==> config.mk <==
export PLATFORM = sky130hd
export DESIGN_NAME = irq_aggregator
export DESIGN_NICKNAME = d
export VERILOG_FILES = /design/src/rtl/irq_agg_pkg.sv /design/src/rtl/irq_sync.sv /design/src/rtl/irq_regfile.sv /design/src/rtl/irq_route.sv /design/src/rtl/irq_aggregator.sv
export SDC_FILE = /design/constraint.sdc
export NUM_CORES = 1
export LEC_CHECK = 0
export ABC_CLOCK_PERIOD_IN_PS = 1700
export BUFFER_PORTS_ARGS = -buffer_cell sky130_fd_sc_hd__buf_4
export CORE_MARGIN = 1.5
export CORE_UTILIZATION = 50
export CTS_CLUSTER_SIZE = 30
export DETAILED_ROUTE_END_ITERATION = 8
export PLACE_DENSITY_LB_ADDON = 0.08
export SLEW_MARGIN = 20
export SYNTH_ARGS = -nofsm -noshare
export SYNTH_HDL_FRONTEND = slang
export SYNTH_HIERARCHICAL = 1
export SYNTH_SLANG_ARGS = --single-unit
==> constraint.sdc <==
create_clock -name clk -period 1.7 [get_ports clk]
set_input_delay 0.34 -clock clk [delete_from_list [all_inputs] [get_ports clk]]
set_output_delay 0.34 -clock clk [all_outputs]
set_load 0.01 [all_outputs]
==> src/rtl/irq_agg_pkg.sv <==
package irq_agg_pkg;

  localparam logic [7:0] OFS_PEND0 = 8'h00;
  localparam logic [7:0] OFS_PEND1 = 8'h04;
  localparam logic [7:0] OFS_ROUTE = 8'h20;
  localparam logic [7:0] OFS_RAW   = 8'h30;
  localparam logic [7:0] OFS_SET   = 8'h34;
  localparam logic [7:0] OFS_CLR   = 8'h38;

  typedef enum logic [2:0] {
    SEL_NONE,
    SEL_PEND0,
    SEL_PEND1,
    SEL_ROUTE,
    SEL_RAW,
    SEL_SET,
    SEL_CLR
  } reg_sel_e;

  function automatic reg_sel_e decode_addr(input logic [7:0] a);
    case (a)
      OFS_PEND0: decode_addr = SEL_PEND0;
      OFS_PEND1: decode_addr = SEL_PEND1;
      OFS_ROUTE: decode_addr = SEL_ROUTE;
      OFS_RAW:   decode_addr = SEL_RAW;
      OFS_SET:   decode_addr = SEL_SET;
      OFS_CLR:   decode_addr = SEL_CLR;
      default:   decode_addr = SEL_NONE;
    endcase
  endfunction

endpackage

==> src/rtl/irq_sync.sv <==
module irq_sync #(
  parameter int WIDTH = 32
) (
  input  logic             clk,
  input  logic             rst_n,
  input  logic [WIDTH-1:0] async_i,
  output logic [WIDTH-1:0] sync_o
);

  for (genvar b = 0; b < WIDTH; b++) begin : g_bit
    logic meta_q;
    logic stable_q;
    always_ff @(posedge clk or negedge rst_n) begin
      if (!rst_n) begin
        meta_q   <= 1'b0;
        stable_q <= 1'b0;
      end else begin
        meta_q   <= async_i[b];
        stable_q <= meta_q;
      end
    end
    assign sync_o[b] = stable_q;
  end

endmodule

==> src/rtl/irq_regfile.sv <==
module irq_regfile
  import irq_agg_pkg::*;
#(
  parameter int NUM_SRC = 32,
  parameter int ADDR_W  = 8
) (
  input  logic               clk,
  input  logic               rst_n,
  input  logic               req_valid,
  input  logic               req_write,
  input  logic [ADDR_W-1:0]  req_addr,
  input  logic [NUM_SRC-1:0] req_wdata,
  input  logic [NUM_SRC-1:0] raw,
  input  logic [NUM_SRC-1:0] pend0,
  input  logic [NUM_SRC-1:0] pend1,
  output logic [NUM_SRC-1:0] mask_q,
  output logic [NUM_SRC-1:0] route_q,
  output logic               rsp_valid,
  output logic [NUM_SRC-1:0] rsp_rdata
);

  localparam int GLB_BIT = NUM_SRC - 1;

  reg_sel_e sel;
  logic     do_wr;
  logic     do_rd;
  logic [NUM_SRC-1:0] rd_mux;

  assign sel   = decode_addr(8'(req_addr));
  assign do_wr = req_valid && req_write;
  assign do_rd = req_valid && !req_write;

  for (genvar b = 0; b < NUM_SRC; b++) begin : g_mask
    always_ff @(posedge clk or negedge rst_n) begin
      if (!rst_n) begin
        mask_q[b] <= 1'b0;
      end else if (do_wr && req_wdata[b]) begin
        if (sel == SEL_SET) mask_q[b] <= 1'b1;
        else if (sel == SEL_CLR) mask_q[b] <= 1'b0;
      end
    end
  end

  always_ff @(posedge clk or negedge rst_n) begin
    if (!rst_n) route_q <= '0;
    else if (do_wr && sel == SEL_ROUTE) route_q <= req_wdata;
  end

  always_comb begin
    case (sel)
      SEL_PEND0: rd_mux = pend0;
      SEL_PEND1: rd_mux = pend1;
      SEL_ROUTE: rd_mux = route_q;
      SEL_RAW:   rd_mux = raw;
      SEL_SET:   rd_mux = mask_q;
      default:   rd_mux = '0;
    endcase
  end

  always_ff @(posedge clk or negedge rst_n) begin
    if (!rst_n) begin
      rsp_valid <= 1'b0;
      rsp_rdata <= '0;
    end else begin
      rsp_valid <= do_rd;
      if (do_rd) rsp_rdata <= rd_mux;
    end
  end

  AST_READ_ANSWERED: assert property (@(posedge clk) disable iff (!rst_n)
    do_rd |=> rsp_valid);

  AST_SET_TAKES: assert property (@(posedge clk) disable iff (!rst_n)
    (do_wr && req_addr == ADDR_W'(OFS_SET)) |=>
      ((mask_q & $past(req_wdata)) == $past(req_wdata)));

  AST_CLEAR_ALL: assert property (@(posedge clk) disable iff (!rst_n)
    (do_wr && req_addr == ADDR_W'(OFS_CLR) && &req_wdata) |=>
      (mask_q == '0 && !mask_q[GLB_BIT]));

  AST_CLR_READS_ZERO: assert property (@(posedge clk) disable iff (!rst_n)
    (do_rd && req_addr == ADDR_W'(OFS_CLR)) |=> (rsp_rdata == '0));

endmodule

==> src/rtl/irq_route.sv <==
module irq_route #(
  parameter int NUM_SRC = 32,
  parameter int NUM_OUT = 2
) (
  input  logic               clk,
  input  logic               rst_n,
  input  logic [NUM_SRC-1:0] raw,
  input  logic [NUM_SRC-1:0] mask_q,
  input  logic [NUM_SRC-1:0] route_q,
  output logic [NUM_SRC-1:0] pend0,
  output logic [NUM_SRC-1:0] pend1,
  output logic [NUM_OUT-1:0] irq_o
);

  localparam int GLB_BIT = NUM_SRC - 1;

  logic [NUM_SRC-1:0] live;
  logic [NUM_OUT-1:0] fire;

  assign live  = raw & mask_q;
  assign pend0 = live & ~route_q;
  assign pend1 = live & route_q;

  assign fire[0] = mask_q[GLB_BIT] && (|pend0);
  assign fire[1] = mask_q[GLB_BIT] && (|pend1);

  for (genvar n = 0; n < NUM_OUT; n++) begin : g_out
    always_ff @(posedge clk or negedge rst_n) begin
      if (!rst_n) irq_o[n] <= 1'b0;
      else        irq_o[n] <= fire[n];
    end
  end

  AST_GLOBAL_GATE: assert property (@(posedge clk) disable iff (!rst_n)
    !mask_q[GLB_BIT] |=> (irq_o == '0));

  AST_LINE0_HAS_CAUSE: assert property (@(posedge clk) disable iff (!rst_n)
    $rose(irq_o[0]) |-> $past(|(raw & mask_q & ~route_q)));

  AST_LINE1_HAS_CAUSE: assert property (@(posedge clk) disable iff (!rst_n)
    $rose(irq_o[1]) |-> $past(|(raw & mask_q & route_q)));

endmodule

==> src/rtl/irq_aggregator.sv <==
module irq_aggregator #(
  parameter int NUM_SRC = 32,
  parameter int ADDR_W  = 8
) (
  input  logic               clk,
  input  logic               rst_n,
  input  logic [NUM_SRC-1:0] src_i,
  input  logic               req_valid,
  input  logic               req_write,
  input  logic [ADDR_W-1:0]  req_addr,
  input  logic [NUM_SRC-1:0] req_wdata,
  output logic               rsp_valid,
  output logic [NUM_SRC-1:0] rsp_rdata,
  output logic [1:0]         irq_o
);

  localparam int NUM_OUT = 2;

  logic [NUM_SRC-1:0] raw;
  logic [NUM_SRC-1:0] mask_q;
  logic [NUM_SRC-1:0] route_q;
  logic [NUM_SRC-1:0] pend0;
  logic [NUM_SRC-1:0] pend1;

  irq_sync #(.WIDTH(NUM_SRC)) u_sync (
    .clk     (clk),
    .rst_n   (rst_n),
    .async_i (src_i),
    .sync_o  (raw)
  );

  irq_regfile #(.NUM_SRC(NUM_SRC), .ADDR_W(ADDR_W)) u_regs (
    .clk       (clk),
    .rst_n     (rst_n),
    .req_valid (req_valid),
    .req_write (req_write),
    .req_addr  (req_addr),
    .req_wdata (req_wdata),
    .raw       (raw),
    .pend0     (pend0),
    .pend1     (pend1),
    .mask_q    (mask_q),
    .route_q   (route_q),
    .rsp_valid (rsp_valid),
    .rsp_rdata (rsp_rdata)
  );

  irq_route #(.NUM_SRC(NUM_SRC), .NUM_OUT(NUM_OUT)) u_route (
    .clk     (clk),
    .rst_n   (rst_n),
    .raw     (raw),
    .mask_q  (mask_q),
    .route_q (route_q),
    .pend0   (pend0),
    .pend1   (pend1),
    .irq_o   (irq_o)
  );

endmodule

==> flow_summary.html, run 1 <==
<table>
<tr><th>Metric</th><th>Value</th></tr>
<tr><th colspan="2">Place</th></tr>
<tr><td>Gp weighted congestion</td><td>0.8075</td></tr>
<tr><td>Placed instance area</td><td>8681 µm²</td></tr>
<tr><td>Total placed cells including tap cells</td><td>925</td></tr>
<tr><td>Port Buffer Count</td><td>110</td></tr>
<tr><td>HPWL after detailed placement</td><td>13210 µm</td></tr>
<tr><th colspan="2">Timing</th></tr>
<tr><td>Tcrit/Tclk final</td><td>93.11%</td></tr>
<tr><td>Final count of negative-setup-slack endpoints</td><td>0</td></tr>
<tr><td>Pins over their slew limit</td><td>0</td></tr>
<tr><td>Unrepaired setup endpoints after global routing</td><td>false</td></tr>
<tr><td>Highest attainable clock frequency</td><td>0.6318 GHz</td></tr>
<tr><td>Number of endpoints with negative hold slack in the final report</td><td>0</td></tr>
<tr><td>Hold slack final</td><td>0.01454 ns</td></tr>
<tr><td>Setup clock skew after layout</td><td>0.007678 ns</td></tr>
<tr><td>Min Tclk post-route</td><td>1.583 ns</td></tr>
<tr><td>Final total negative setup slack</td><td>0 ns</td></tr>
<tr><td>Transition time at the pin with the least slew margin</td><td>0.4886 ns</td></tr>
<tr><td>Worst max-slew margin expressed relative to the limit</td><td>67.16%</td></tr>
<tr><th colspan="2">Floorplanning</th></tr>
<tr><td>Starting density of the core</td><td>50.73%</td></tr>
<tr><td>Die footprint</td><td>16060 µm²</td></tr>
<tr><td>Number of placement rows</td><td>45</td></tr>
<tr><td>IO Count</td><td>111</td></tr>
<tr><td>Core ar.</td><td>15090 µm²</td></tr>
<tr><td>Horizontal die dimension</td><td>126.7 µm</td></tr>
<tr><td>Height of the die</td><td>126.7 µm</td></tr>
<tr><th colspan="2">Worst setup path</th></tr>
<tr><td>Critical path arrival</td><td>1.85 ns</td></tr>
<tr><td>Critical path startpoint category</td><td>register</td></tr>
<tr><td>Kind of cell adding the most delay to the critical path</td><td>simple AND/OR/NAND/NOR gates</td></tr>
<tr><td>Critical Path Fanout Max</td><td>4</td></tr>
<tr><td>Standard cell with the maximum stage delay on the critical path</td><td>dfrtp_1</td></tr>
<tr><td>Buffering stage count on the worst path with inverters included</td><td>1</td></tr>
<tr><td>Worst-case reg-to-reg path depth</td><td>5</td></tr>
<tr><td>Critical path required time</td><td>1.97 ns</td></tr>
<tr><td>Worst setup slack for register-to-register paths</td><td>0.12 ns</td></tr>
<tr><td>CP Capture Type</td><td>register</td></tr>
<tr><td>Critical Path Stages</td><td>5</td></tr>
<tr><td>Max incr delay on CP</td><td>0.42 ns</td></tr>
<tr><td>Cell-by-cell listing of the critical path</td><td>nand3b_1, o2111ai_1, nor4_2, buf_4, a41oi_1</td></tr>
<tr><td>Worst setup path category</td><td>reg -&gt; reg</td></tr>
<tr><th colspan="2">Clock network</th></tr>
<tr><td>Maximum number of buffers from clock root to sink</td><td>2</td></tr>
<tr><td>Insertion delay of the later-clocked pin in the worst-skew pair</td><td>0.43 ns</td></tr>
<tr><td>Clock sinks</td><td>163</td></tr>
<tr><td>Root Buffer</td><td>clkbuf_16</td></tr>
<tr><td>CTS Buf Count</td><td>17</td></tr>
<tr><td>Post-CTS setup buffer count</td><td>0</td></tr>
<tr><td>Reg clk slew, reported paths</td><td>0.06 ns</td></tr>
<tr><td>Clock tree from TritonCTS</td><td>yes</td></tr>
<tr><td>H-Tree Depth</td><td>4</td></tr>
<tr><th colspan="2">Global routing</th></tr>
<tr><td>Global Route Usage Sum</td><td>25.08%</td></tr>
<tr><td>Largest net degree at the start of global routing</td><td>54</td></tr>
<tr><td>Remaining global-route overflow</td><td>0</td></tr>
<tr><td>Initial antenna violation count</td><td>0</td></tr>
<tr><td>Wire length of the first global-routing pass</td><td>30600 µm</td></tr>
<tr><td>Vias in the first global route</td><td>5714</td></tr>
<tr><th colspan="2">Synthesis</th></tr>
<tr><td>Syn Nets</td><td>738</td></tr>
<tr><td>Share of synthesized area occupied by flip-flops and latches</td><td>53.29%</td></tr>
<tr><td>Ys flop type</td><td>dfrtp_1</td></tr>
<tr><td>Avg Inst Size Synth</td><td>11.56 µm²</td></tr>
<tr><td>#FFs+latches synth</td><td>163</td></tr>
<tr><td>Ys async rst share</td><td>100.0%</td></tr>
<tr><td>Mapped Area</td><td>7655 µm²</td></tr>
<tr><td>Number of flops mapped to enable cells by yosys</td><td>0</td></tr>
<tr><td>Synth warnings</td><td>6</td></tr>
<tr><td>Number of instances in the synthesized netlist</td><td>662</td></tr>
<tr><td>Netlist cell types</td><td>44</td></tr>
<tr><th colspan="2">Final layout</th></tr>
<tr><td>Leading cell types in the layout, fill and taps excluded</td><td>dfrtp_1, buf_4, nand2_1</td></tr>
<tr><td>Most common library cell in the layout ignoring fill and taps</td><td>dfrtp_1</td></tr>
<tr><td>Final-stage net count</td><td>844</td></tr>
<tr><td>Final design instance area without fill</td><td>9390 µm²</td></tr>
<tr><td>Diode count</td><td>0</td></tr>
<tr><td>Syn-to-layout area delta</td><td>22.67%</td></tr>
<tr><td>Layout cell share with drive strength beyond 1</td><td>30.47%</td></tr>
<tr><td>Post-route insts no fill</td><td>969</td></tr>
<tr><th colspan="2">Job</th></tr>
<tr><td>Max-capacitance violation count</td><td>0</td></tr>
<tr><th colspan="2">Pwr</th></tr>
<tr><td>Leakage dissipation</td><td>4.532 nW</td></tr>
<tr><td>Power after layout</td><td>8.461 mW</td></tr>
<tr><td>Maximum vdd ir drop</td><td>0.7613 mV</td></tr>
<tr><td>Total power divided by cell area</td><td>901.1 nW/µm²</td></tr>
<tr><th colspan="2">Routing</th></tr>
<tr><td>Ratio of routed vias to standard cells</td><td>5.791</td></tr>
<tr><td>First-iteration detailed-routing DRC count</td><td>365</td></tr>
<tr><td>Number of DRC violations after detailed routing</td><td>0</td></tr>
<tr><td>Number of vias after detailed routing</td><td>5611</td></tr>
<tr><td>Antenna violation net count after detailed routing</td><td>0</td></tr>
<tr><td>DR WL/cell</td><td>19.69 µm</td></tr>
<tr><td>Wire length reported by the detailed router</td><td>19080 µm</td></tr>
<tr><td>1st-pass router iterations</td><td>5</td></tr>
<tr><th colspan="2">Hold path</th></tr>
<tr><td>WHS Path Cells</td><td>1</td></tr>
<tr><td>Class of the tightest hold or removal check</td><td>in -&gt; reg</td></tr>
<tr><th colspan="2">Outcome</th></tr>
<tr><td>Status</td><td>finished clean</td></tr>
</table>
==> cell type report <==
| type | instances | area (µm²) |
|---|---|---|
| Clock buffer | 19 | 442.9 |
| Clock inverter | 13 | 140.1 |
| Fill cell | 1248 | 5699 |
| Inverter | 16 | 60.06 |
| Multi-Input combinational cell | 414 | 3053 |
| Sequential cell | 163 | 4079 |
| Tap cell | 188 | 235.2 |
| Timing Repair Buffer | 156 | 1380 |
==> cell usage after synthesis, types with 7 or more instances <==
cell | n | area [µm²]
a221o_1 | 32 | 320.3
a22o_1 | 32 | 280.3
a22oi_1 | 16 | 120.1
and3_1 | 20 | 125.1
and3_4 | 12 | 135.1
buf_2 | 15 | 75.07
buf_4 | 32 | 240.2
clkbuf_1 | 9 | 33.78
dfrtp_1 | 163 | 4079
inv_1 | 16 | 60.06
mux2_2 | 32 | 360.4
mux2i_1 | 48 | 480.5
nand2_1 | 84 | 315.3
nand3b_1 | 12 | 90.09
nor2_1 | 37 | 138.9
nor2b_1 | 17 | 106.4
nor4_2 | 7 | 87.58
o21ai_0 | 32 | 160.2
==> cell families (layout without fill, tap and decap cells) <==
kind of cell | count (synthesis) | count (layout) | synth area share (%)
xor+xnor | 1 | 1 | 0.1144
buf+inv | 85 | 204 | 7.045
simple gates | 209 | 209 | 15.35
compound gates | 124 | 124 | 13.22
flops | 163 | 163 | 53.29
mux | 80 | 80 | 10.98
==> path summary, 6_finish.rpt <==
path                                                         from                                  end
worst max-delay path                 u_regs/mask_q[7]$_DFFE_PN0P_           u_route/irq_o[0]$_DFF_PN0_
worst min-delay path                                    src_i[18]    u_sync/g_bit[18].meta_q$_DFF_PN0_
worst max register to register       u_regs/mask_q[7]$_DFFE_PN0P_           u_route/irq_o[0]$_DFF_PN0_
worst min register to register  u_sync/g_bit[22].meta_q$_DFF_PN0_  u_sync/g_bit[22].stable_q$_DFF_PN0_
max in group asynchronous                                   rst_n           u_regs/rsp_valid$_DFF_PN0_
min in group asynchronous                                   rst_n        u_regs/route_q[9]$_DFFE_PN0P_
==> through the flow <==
step / worst slack (ns) / utilization, %
CTS: 0.1467 / 61.77
finish: 0.1171 / 62.23
global route: 0.06029 / 62.23
detailed placement: -0.2616 / 57.53
global placement: -0.1997 / 57.53
floorplan: -0.1132 / -
==> timing repair <==
| action | in CTS | in global routing |
|---|---|---|
| hold buffers | 5 | 7 |
| endpoints found under the setup margin | 1 | 0 |
| gates resized for setup | 1 | 0 |
| hold endpoints to repair | 27 | 7 |
==> sequential cells by signal, summed over array words and instances, names as in the netlist <==
| signal | flops |
|---|---|
| u_sync/g_bit.stable_q | 32 |
| u_route/irq_o | 2 |
| u_regs/mask_q | 32 |
| u_regs/rsp_valid | 1 |
| u_regs/rsp_rdata | 32 |
| u_sync/g_bit.meta_q | 32 |
| u_regs/route_q | 32 |
==> power by group <==
part | switching (mW) | internal, mW | leakage [nW] | total [mW]
Clock | 1.66 | 2.11 | 0.281 | 3.77
Sequential | 0.0920 | 4.00 | 2.12 | 4.09
Combinational | 0.308 | 0.295 | 2.13 | 0.602
Total | 2.06 | 6.41 | 4.53 | 8.46
==> routing by layer <==
metal	wire length (µm)	vias to the layer above	track usage, %	share of wire [%]
li1	-	2581	-	-
met3	981	35	5.356	5.1
met5	0	-	0	0
met2	9138	168	40.60	48
met1	8534	2827	33.73	45
met4	426	0	8.757	2.2
(Power assumes the default switching activity.)
==> run 2: changes to the inputs <==
--- a/config.mk
+++ b/config.mk
@@ -11,6 +11,7 @@
 export CORE_UTILIZATION = 50
 export CTS_CLUSTER_SIZE = 30
 export DETAILED_ROUTE_END_ITERATION = 8
+export GPL_TIMING_DRIVEN = 0
 export PLACE_DENSITY_LB_ADDON = 0.08
 export SLEW_MARGIN = 20
 export SYNTH_ARGS = -nofsm -noshare
==> run 2 against run 1 <==
  * Via count up 2.6%
  * Combinational power up 8.8%
  * Sequential share of layout area down 0.61 points
  * Core utilization up 0.89 points
  * Fmax down 3.2%
  * Largest power group unchanged
  * Die area unchanged
  * Flip-flop and latch count unchanged
==> flow_summary.html, run 2 (synthesis gave the netlist of run 1 again) <==
<table>
<tr><th>Metric</th><th>Value</th></tr>
<tr><th colspan="2">Final layout</th></tr>
<tr><td>Final-stage net count</td><td>878 (+4.0%)</td></tr>
<tr><td>Layout cell share with drive strength beyond 1</td><td>33.50% (+3.0 points)</td></tr>
<tr><td>Post-route insts no fill</td><td>1003 (+3.5%)</td></tr>
<tr><td>Fill cell instance count of the final layout</td><td>1224 (-1.9%)</td></tr>
<tr><td>Leading cell types in the layout, fill and taps excluded</td><td>dfrtp_1, buf_4, nand2_1</td></tr>
<tr><td>Diode count</td><td>0 (unchanged)</td></tr>
<tr><td>Syn-to-layout area delta</td><td>24.42%</td></tr>
<tr><td>Most common library cell in the layout ignoring fill and taps</td><td>dfrtp_1</td></tr>
<tr><th colspan="2">Job</th></tr>
<tr><td>Max-capacitance violation count</td><td>0 (unchanged)</td></tr>
<tr><th colspan="2">Floorplanning</th></tr>
<tr><td>Core ar.</td><td>15090 µm² (unchanged)</td></tr>
<tr><td>Horizontal die dimension</td><td>126.7 µm (unchanged)</td></tr>
<tr><td>Starting density of the core</td><td>50.73% (unchanged)</td></tr>
<tr><td>Height of the die</td><td>126.7 µm (unchanged)</td></tr>
<tr><td>Number of placement rows</td><td>45 (unchanged)</td></tr>
<tr><td>Die footprint</td><td>16060 µm² (unchanged)</td></tr>
<tr><td>IO Count</td><td>111 (unchanged)</td></tr>
<tr><th colspan="2">Pwr</th></tr>
<tr><td>Total power divided by cell area</td><td>903.0 nW/µm² (+0.21%)</td></tr>
<tr><td>Leakage dissipation</td><td>4.656 nW (+2.7%)</td></tr>
<tr><td>Power after layout</td><td>8.600 mW (+1.6%)</td></tr>
<tr><td>Maximum vdd ir drop</td><td>0.7228 mV (-5.0%)</td></tr>
<tr><th colspan="2">Timing</th></tr>
<tr><td>Pins over their slew limit</td><td>0 (unchanged)</td></tr>
<tr><td>Setup clock skew after layout</td><td>0.006417 ns (-0.001260 ns)</td></tr>
<tr><td>Transition time at the pin with the least slew margin</td><td>0.7261 ns (+0.2376 ns)</td></tr>
<tr><td>Unrepaired setup endpoints after global routing</td><td>false</td></tr>
<tr><td>Worst max-slew margin expressed relative to the limit</td><td>51.59% (-16 points)</td></tr>
<tr><td>Final count of negative-setup-slack endpoints</td><td>0 (unchanged)</td></tr>
<tr><td>Tcrit/Tclk final</td><td>96.23% (+3.1 points)</td></tr>
<tr><td>Min Tclk post-route</td><td>1.636 ns (+0.05308 ns)</td></tr>
<tr><td>Hold slack final</td><td>0.01276 ns (-0.001782 ns)</td></tr>
<tr><td>Highest attainable clock frequency</td><td>0.6113 GHz (-3.2%)</td></tr>
<tr><td>Number of endpoints with negative hold slack in the final report</td><td>0 (unchanged)</td></tr>
<tr><td>Worst path setup slack after routing</td><td>0.06406 ns (-0.05308 ns)</td></tr>
<tr><th colspan="2">Global routing</th></tr>
<tr><td>Largest net degree at the start of global routing</td><td>83 (+54%)</td></tr>
<tr><td>Initial antenna violation count</td><td>0 (unchanged)</td></tr>
<tr><td>Global Route Usage Sum</td><td>25.45% (+0.37 points)</td></tr>
<tr><td>Remaining global-route overflow</td><td>0 (unchanged)</td></tr>
<tr><td>Wire length of the first global-routing pass</td><td>30820 µm (+0.72%)</td></tr>
<tr><td>Vias in the first global route</td><td>5607 (-1.9%)</td></tr>
<tr><th colspan="2">Place</th></tr>
<tr><td>HPWL after detailed placement</td><td>13790 µm (+4.4%)</td></tr>
<tr><td>Gp weighted congestion</td><td>0.8602 (+6.5%)</td></tr>
<tr><td>Total placed cells including tap cells</td><td>961 (+3.9%)</td></tr>
<tr><td>Pre-CTS setup slack</td><td>-0.7220 ns (-0.4604 ns)</td></tr>
<tr><td>Port Buffer Count</td><td>110 (unchanged)</td></tr>
<tr><th colspan="2">Hold path</th></tr>
<tr><td>Class of the tightest hold or removal check</td><td>in -&gt; reg</td></tr>
<tr><td>Worst Hold Path EP</td><td>u_sync/g_bit[21].meta_q$_DFF_PN0_</td></tr>
<tr><td>WHS Path Cells</td><td>1 (unchanged)</td></tr>
<tr><td>Min-Delay Startpoint</td><td>src_i[21]</td></tr>
<tr><th colspan="2">Worst setup path</th></tr>
<tr><td>Critical Path Fanout Max</td><td>10 (+6)</td></tr>
<tr><td>Cell-by-cell listing of the critical path</td><td>buf_4, or4b_4, nor4_4, buf_2, nor2b_1, a221o_1</td></tr>
<tr><td>Buffering stage count on the worst path with inverters included</td><td>2 (+1)</td></tr>
<tr><td>Worst-case reg-to-reg path depth</td><td>5 (unchanged)</td></tr>
<tr><td>Critical path startpoint category</td><td>input port</td></tr>
<tr><td>Worst setup slack for register-to-register paths</td><td>0.08 ns (-0.04 ns)</td></tr>
<tr><td>Critical path arrival</td><td>2.00 ns (+0.15 ns)</td></tr>
<tr><td>Standard cell with the maximum stage delay on the critical path</td><td>or4b_4</td></tr>
<tr><td>Start of the worst register-to-register path</td><td>u_sync/g_bit[7].stable_q$_DFF_PN0_</td></tr>
<tr><td>Worst setup path category</td><td>in -&gt; reg</td></tr>
<tr><td>Critical Path Stages</td><td>6 (+1)</td></tr>
<tr><td>Critical path required time</td><td>2.07 ns (+0.10 ns)</td></tr>
<tr><td>CP Capture Type</td><td>register</td></tr>
<tr><td>Kind of cell adding the most delay to the critical path</td><td>simple AND/OR/NAND/NOR gates</td></tr>
<tr><td>Max incr delay on CP</td><td>0.59 ns (+0.17 ns)</td></tr>
<tr><td>Worst r2r dst</td><td>u_route/irq_o[1]$_DFF_PN0_</td></tr>
<tr><th colspan="2">Clock network</th></tr>
<tr><td>Root Buffer</td><td>clkbuf_16</td></tr>
<tr><td>Maximum number of buffers from clock root to sink</td><td>2 (unchanged)</td></tr>
<tr><td>Clock tree from TritonCTS</td><td>yes</td></tr>
<tr><td>H-Tree Depth</td><td>4 (unchanged)</td></tr>
<tr><td>Clock sinks</td><td>163 (unchanged)</td></tr>
<tr><td>CTS Buf Count</td><td>17 (unchanged)</td></tr>
<tr><td>Reg clk slew, reported paths</td><td>0.07 ns (about the same)</td></tr>
<tr><td>Insertion delay of the later-clocked pin in the worst-skew pair</td><td>0.43 ns (about the same)</td></tr>
<tr><th colspan="2">Routing</th></tr>
<tr><td>Number of DRC violations after detailed routing</td><td>0 (unchanged)</td></tr>
<tr><td>First-iteration detailed-routing DRC count</td><td>510 (+40%)</td></tr>
<tr><td>DR WL/cell</td><td>19.77 µm (+0.40%)</td></tr>
<tr><td>Wire length reported by the detailed router</td><td>19830 µm (+3.9%)</td></tr>
<tr><td>1st-pass router iterations</td><td>5 (unchanged)</td></tr>
<tr><td>Ratio of routed vias to standard cells</td><td>5.741 (-0.86%)</td></tr>
<tr><td>Antenna violation net count after detailed routing</td><td>0 (unchanged)</td></tr>
<tr><td>Number of vias after detailed routing</td><td>5758 (+2.6%)</td></tr>
<tr><th colspan="2">Outcome</th></tr>
<tr><td>Status</td><td>finished clean</td></tr>
</table>
==> run 2: worst register-to-register path, cell delays in order (launching register included) <==
cell and delay [ns]:
dfrtp_1 0.36, buf_4 0.14, and3_4 0.18, nor4_2 0.39, nand4_1 0.18, o21a_1 0.25
==> run 2: power by group <==
group	total (mW)	internal (mW)	switching (mW)
registers	4.07	4.00	0.0697
logic	0.655	0.306	0.349
clock network	3.88	2.26	1.61
==> run 2: per-layer routing <==
metal / share of wire [%] / vias to the layer above / track usage [%]
li1: - / 2642 / -
met1: 46 / 2876 / 36.17
met2: 47 / 217 / 39.50
met3: 6.1 / 23 / 4.935
met4: 1.3 / 0 / 8.623
met5: 0 / - / 0
==> run 2: repair_timing <==
item / 4_1_cts / 5_1_grt
hold endpoints to repair: 81 / 5
endpoints found under the setup margin: 57 / 70
resized for setup: 10 / 5
buffers inserted: 2 / 3
hold buffers: 1 / 5
pin swaps: 2 / 2
==> run 2: worst max-delay path by stage <==
| stage | to | startpoint |
|---|---|---|
| finish | u_regs/rsp_rdata[27]$_DFFE_PN0P_ | req_addr[7] |
| floorplan | u_regs/rsp_rdata[11]$_DFFE_PN0P_ | req_addr[7] |
| global placement | u_regs/mask_q[25]$_DFFE_PN0P_ | req_addr[5] |
| CTS | u_regs/mask_q[2]$_DFFE_PN0P_ | req_addr[2] |
| detailed placement | u_regs/mask_q[20]$_DFFE_PN0P_ | req_addr[5] |
| global route | u_regs/mask_q[11]$_DFFE_PN0P_ | req_addr[5] |
==> run 2: through the flow <==
step / area (µm²) / utilization, % / TNS, ns
CTS: 9445 / 62.60 / 0
finish: 9524 / 63.12 / 0
floorplan: 7685 / - / -2.271
global route: 9524 / 63.12 / 0
global placement: 8746 / 57.96 / -135.35
detailed placement: 8781 / 58.19 / -45.57
==> run 2: area by class of cell <==
class	instances	area, µm²	share of cell area [%]
flip-flops and latches	163	4079	42.83
multi-input cells	414	3062	32.15
inverters	16	60.06	0.6306
clock buffers	19	452.9	4.756
well taps	188	235.2	2.470
plain buffers	68	526.8	5.531
repair buffers	122	958.4	10.06
clock inverters	13	150.1	1.576
==> run 3: changes to the inputs <==
--- a/config.mk
+++ b/config.mk
@@ -12,7 +12,7 @@
 export CTS_CLUSTER_SIZE = 30
 export DETAILED_ROUTE_END_ITERATION = 8
 export GPL_TIMING_DRIVEN = 0
-export PLACE_DENSITY_LB_ADDON = 0.08
+export PLACE_DENSITY = 0.71
 export SLEW_MARGIN = 20
 export SYNTH_ARGS = -nofsm -noshare
 export SYNTH_HDL_FRONTEND = slang
==> run 3 against run 2 <==
  * First-iteration DRC count rose by 15%
  * Final area decreased by 0.79%
  * Via count is 1.6% higher
  * Critical path depth unchanged
  * Routed wire length grew 1.8%
  * Flip-flop and latch count is the same
  * Sequential share of layout area grew 0.34 points
  * Combinational power down 0.8%
  * Largest power group unchanged
  * Register-to-register slack improved by 0.03 ns
  * Sequential power about the same
  * Die area unchanged
  * Core utilization shrank 0.50 points
==> flow_summary.html, run 3 (synthesis gave the netlist of run 1 again) <==
<table>
<tr><th>Metric</th><th>Value</th></tr>
<tr><th colspan="2">Floorplanning</th></tr>
<tr><td>Number of placement rows</td><td>45 (unchanged)</td></tr>
<tr><td>Core ar.</td><td>15090 µm² (unchanged)</td></tr>
<tr><td>Height of the die</td><td>126.7 µm (unchanged)</td></tr>
<tr><td>Die footprint</td><td>16060 µm² (unchanged)</td></tr>
<tr><td>Starting density of the core</td><td>50.73% (unchanged)</td></tr>
<tr><td>IO Count</td><td>111 (unchanged)</td></tr>
<tr><td>Horizontal die dimension</td><td>126.7 µm (unchanged)</td></tr>
<tr><th colspan="2">Clock network</th></tr>
<tr><td>CTS Buf Count</td><td>17 (unchanged)</td></tr>
<tr><td>Clock sinks</td><td>163 (unchanged)</td></tr>
<tr><td>Reg clk slew, reported paths</td><td>0.07 ns (about the same)</td></tr>
<tr><td>Maximum number of buffers from clock root to sink</td><td>2 (unchanged)</td></tr>
<tr><td>Insertion delay of the later-clocked pin in the worst-skew pair</td><td>0.42 ns (about the same)</td></tr>
<tr><td>H-Tree Depth</td><td>4 (unchanged)</td></tr>
<tr><td>Clock tree from TritonCTS</td><td>yes</td></tr>
<tr><td>Root Buffer</td><td>clkbuf_16</td></tr>
<tr><th colspan="2">Final layout</th></tr>
<tr><td>Diode count</td><td>0 (unchanged)</td></tr>
<tr><td>Layout cell share with drive strength beyond 1</td><td>33.58% (+0.081 points)</td></tr>
<tr><td>Post-route insts no fill</td><td>1004 (+0.10%)</td></tr>
<tr><td>Syn-to-layout area delta</td><td>23.44%</td></tr>
<tr><td>Most common library cell in the layout ignoring fill and taps</td><td>dfrtp_1</td></tr>
<tr><td>Util after Layout</td><td>62.62% (-0.50 points)</td></tr>
<tr><td>Final design instance area without fill</td><td>9449 µm² (-0.79%)</td></tr>
<tr><td>Final-stage net count</td><td>879 (+0.11%)</td></tr>
<tr><td>Leading cell types in the layout, fill and taps excluded</td><td>dfrtp_1, buf_4, nand2_1</td></tr>
<tr><th colspan="2">Global routing</th></tr>
<tr><td>Vias in the first global route</td><td>5699 (+1.6%)</td></tr>
<tr><td>Wire length of the first global-routing pass</td><td>31020 µm (+0.63%)</td></tr>
<tr><td>Largest net degree at the start of global routing</td><td>100 (+20%)</td></tr>
<tr><td>Global Route Usage Sum</td><td>25.48% (about the same)</td></tr>
<tr><td>Initial antenna violation count</td><td>0 (unchanged)</td></tr>
<tr><td>Remaining global-route overflow</td><td>0 (unchanged)</td></tr>
<tr><th colspan="2">Worst setup path</th></tr>
<tr><td>Worst setup path category</td><td>in -&gt; reg</td></tr>
<tr><td>Critical path startpoint category</td><td>input port</td></tr>
<tr><td>Standard cell with the maximum stage delay on the critical path</td><td>or4b_4</td></tr>
<tr><td>Worst setup slack for register-to-register paths</td><td>0.11 ns (+0.03 ns)</td></tr>
<tr><td>Max incr delay on CP</td><td>0.60 ns (about the same)</td></tr>
<tr><td>Critical Path Fanout Max</td><td>10 (unchanged)</td></tr>
<tr><td>Critical path arrival</td><td>1.99 ns (about the same)</td></tr>
<tr><td>Cell-by-cell listing of the critical path</td><td>buf_4, or4b_4, nor4_4, clkbuf_2, nor2b_1, a221o_1</td></tr>
<tr><td>Critical path required time</td><td>2.06 ns (about the same)</td></tr>
<tr><td>CP Capture Type</td><td>register</td></tr>
<tr><th colspan="2">Outcome</th></tr>
<tr><td>Status</td><td>finished clean</td></tr>
<tr><th colspan="2">Routing</th></tr>
<tr><td>Ratio of routed vias to standard cells</td><td>5.830 (+1.5%)</td></tr>
<tr><td>Antenna violation net count after detailed routing</td><td>0 (unchanged)</td></tr>
<tr><td>Number of DRC violations after detailed routing</td><td>0 (unchanged)</td></tr>
<tr><td>First-iteration detailed-routing DRC count</td><td>586 (+15%)</td></tr>
<tr><td>Number of vias after detailed routing</td><td>5853 (+1.6%)</td></tr>
<tr><td>1st-pass router iterations</td><td>7 (+2)</td></tr>
<tr><td>DR WL/cell</td><td>20.10 µm (+1.7%)</td></tr>
<tr><td>Wire length reported by the detailed router</td><td>20180 µm (+1.8%)</td></tr>
<tr><th colspan="2">Place</th></tr>
<tr><td>Pre-CTS setup slack</td><td>-0.5917 ns (+0.1303 ns)</td></tr>
<tr><td>Port Buffer Count</td><td>110 (unchanged)</td></tr>
<tr><td>Total placed cells including tap cells</td><td>961 (unchanged)</td></tr>
<tr><td>HPWL after detailed placement</td><td>13840 µm (+0.41%)</td></tr>
<tr><td>Placed instance area</td><td>8781 µm² (unchanged)</td></tr>
<tr><td>Gp weighted congestion</td><td>0.8732 (+1.5%)</td></tr>
<tr><th colspan="2">Timing</th></tr>
<tr><td>Pins over their slew limit</td><td>0 (unchanged)</td></tr>
<tr><td>Number of endpoints with negative hold slack in the final report</td><td>0 (unchanged)</td></tr>
<tr><td>Final count of negative-setup-slack endpoints</td><td>0 (unchanged)</td></tr>
<tr><td>Worst path setup slack after routing</td><td>0.07679 ns (+0.01273 ns)</td></tr>
<tr><td>Highest attainable clock frequency</td><td>0.6161 GHz (+0.78%)</td></tr>
<tr><td>Tcrit/Tclk final</td><td>95.48% (-0.75 points)</td></tr>
<tr><td>Setup clock skew after layout</td><td>0.006150 ns (-0.0002670 ns)</td></tr>
<tr><td>Transition time at the pin with the least slew margin</td><td>0.7233 ns (-0.002802 ns)</td></tr>
<tr><td>Worst max-slew margin expressed relative to the limit</td><td>51.78% (+0.19 points)</td></tr>
<tr><td>Final total negative setup slack</td><td>0 ns (unchanged)</td></tr>
<tr><td>Min Tclk post-route</td><td>1.623 ns (-0.01273 ns)</td></tr>
<tr><td>Hold slack final</td><td>0.01887 ns (+0.006109 ns)</td></tr>
<tr><td>Unrepaired setup endpoints after global routing</td><td>true</td></tr>
<tr><th colspan="2">Pwr</th></tr>
<tr><td>Total power divided by cell area</td><td>880.4 nW/µm² (-2.5%)</td></tr>
<tr><td>Leakage dissipation</td><td>4.632 nW (-0.50%)</td></tr>
<tr><td>Maximum vdd ir drop</td><td>0.7665 mV (+6.0%)</td></tr>
<tr><td>Power after layout</td><td>8.319 mW (-3.3%)</td></tr>
<tr><th colspan="2">Job</th></tr>
<tr><td>Max-capacitance violation count</td><td>0 (unchanged)</td></tr>
<tr><th colspan="2">Hold path</th></tr>
<tr><td>Class of the tightest hold or removal check</td><td>in -&gt; reg</td></tr>
</table>
-- run 3: final timing paths --
path                                                     start                             endpoint  depth (start not counted)
setup / recovery                                   req_addr[7]     u_regs/rsp_rdata[26]$_DFFE_PN0P_                          6
hold / removal                                       src_i[31]    u_sync/g_bit[31].meta_q$_DFF_PN0_                          1
setup reg to reg           u_sync/g_bit[29].stable_q$_DFF_PN0_           u_route/irq_o[1]$_DFF_PN0_                          5
hold reg to reg              u_sync/g_bit[20].meta_q$_DFF_PN0_  u_sync/g_bit[20].stable_q$_DFF_PN0_                          0
max in group asynchronous                                rst_n     u_sync/g_bit[1].meta_q$_DFF_PN0_                          3
min in group asynchronous                                rst_n     u_regs/rsp_rdata[19]$_DFFE_PN0P_                          2
-- run 3: what timing repair did --
| item | CTS | global route |
|---|---|---|
| gates resized for setup | 6 | 6 |
| pin swaps | 2 | 2 |
| hold buffers | 1 | 4 |
| setup buffers | 2 | 5 |
| endpoints found under the setup margin | 44 | 38 |
| hold endpoints to repair | 95 | 4 |
-- run 3: layout make-up --
type,instances,area [µm²]
plain buffers,68,515.5
repair buffers,123,963.4
inverters,16,60.06
clock buffers,17,425.4
clock inverters,15,123.9
flip-flops and latches,163,4079
fillers,1228,5640
multi-input cells,414,3047
well taps,188,235.2
-- run 3: routing by layer --
metal	routed length (µm)	up-vias	track usage [%]
li1	-	2646	-
met1	8601	2899	34.96
met2	9625	271	39.89
met3	1470	37	5.356
met4	481	0	10.16
met5	0	-	0
-- run 3: power by group --
group / switching (mW) / internal [mW]
sequential: 0.0724 / 4.00
combinational: 0.346 / 0.303
clock: 1.69 / 1.91
-- run 3: critical path: cells and delay by family --
kind,cells,cell delay [ns]
AOI/OAI and AO/OA,1,0.12
buffers and inverters,2,0.40
and+or+nand+nor,3,1.13
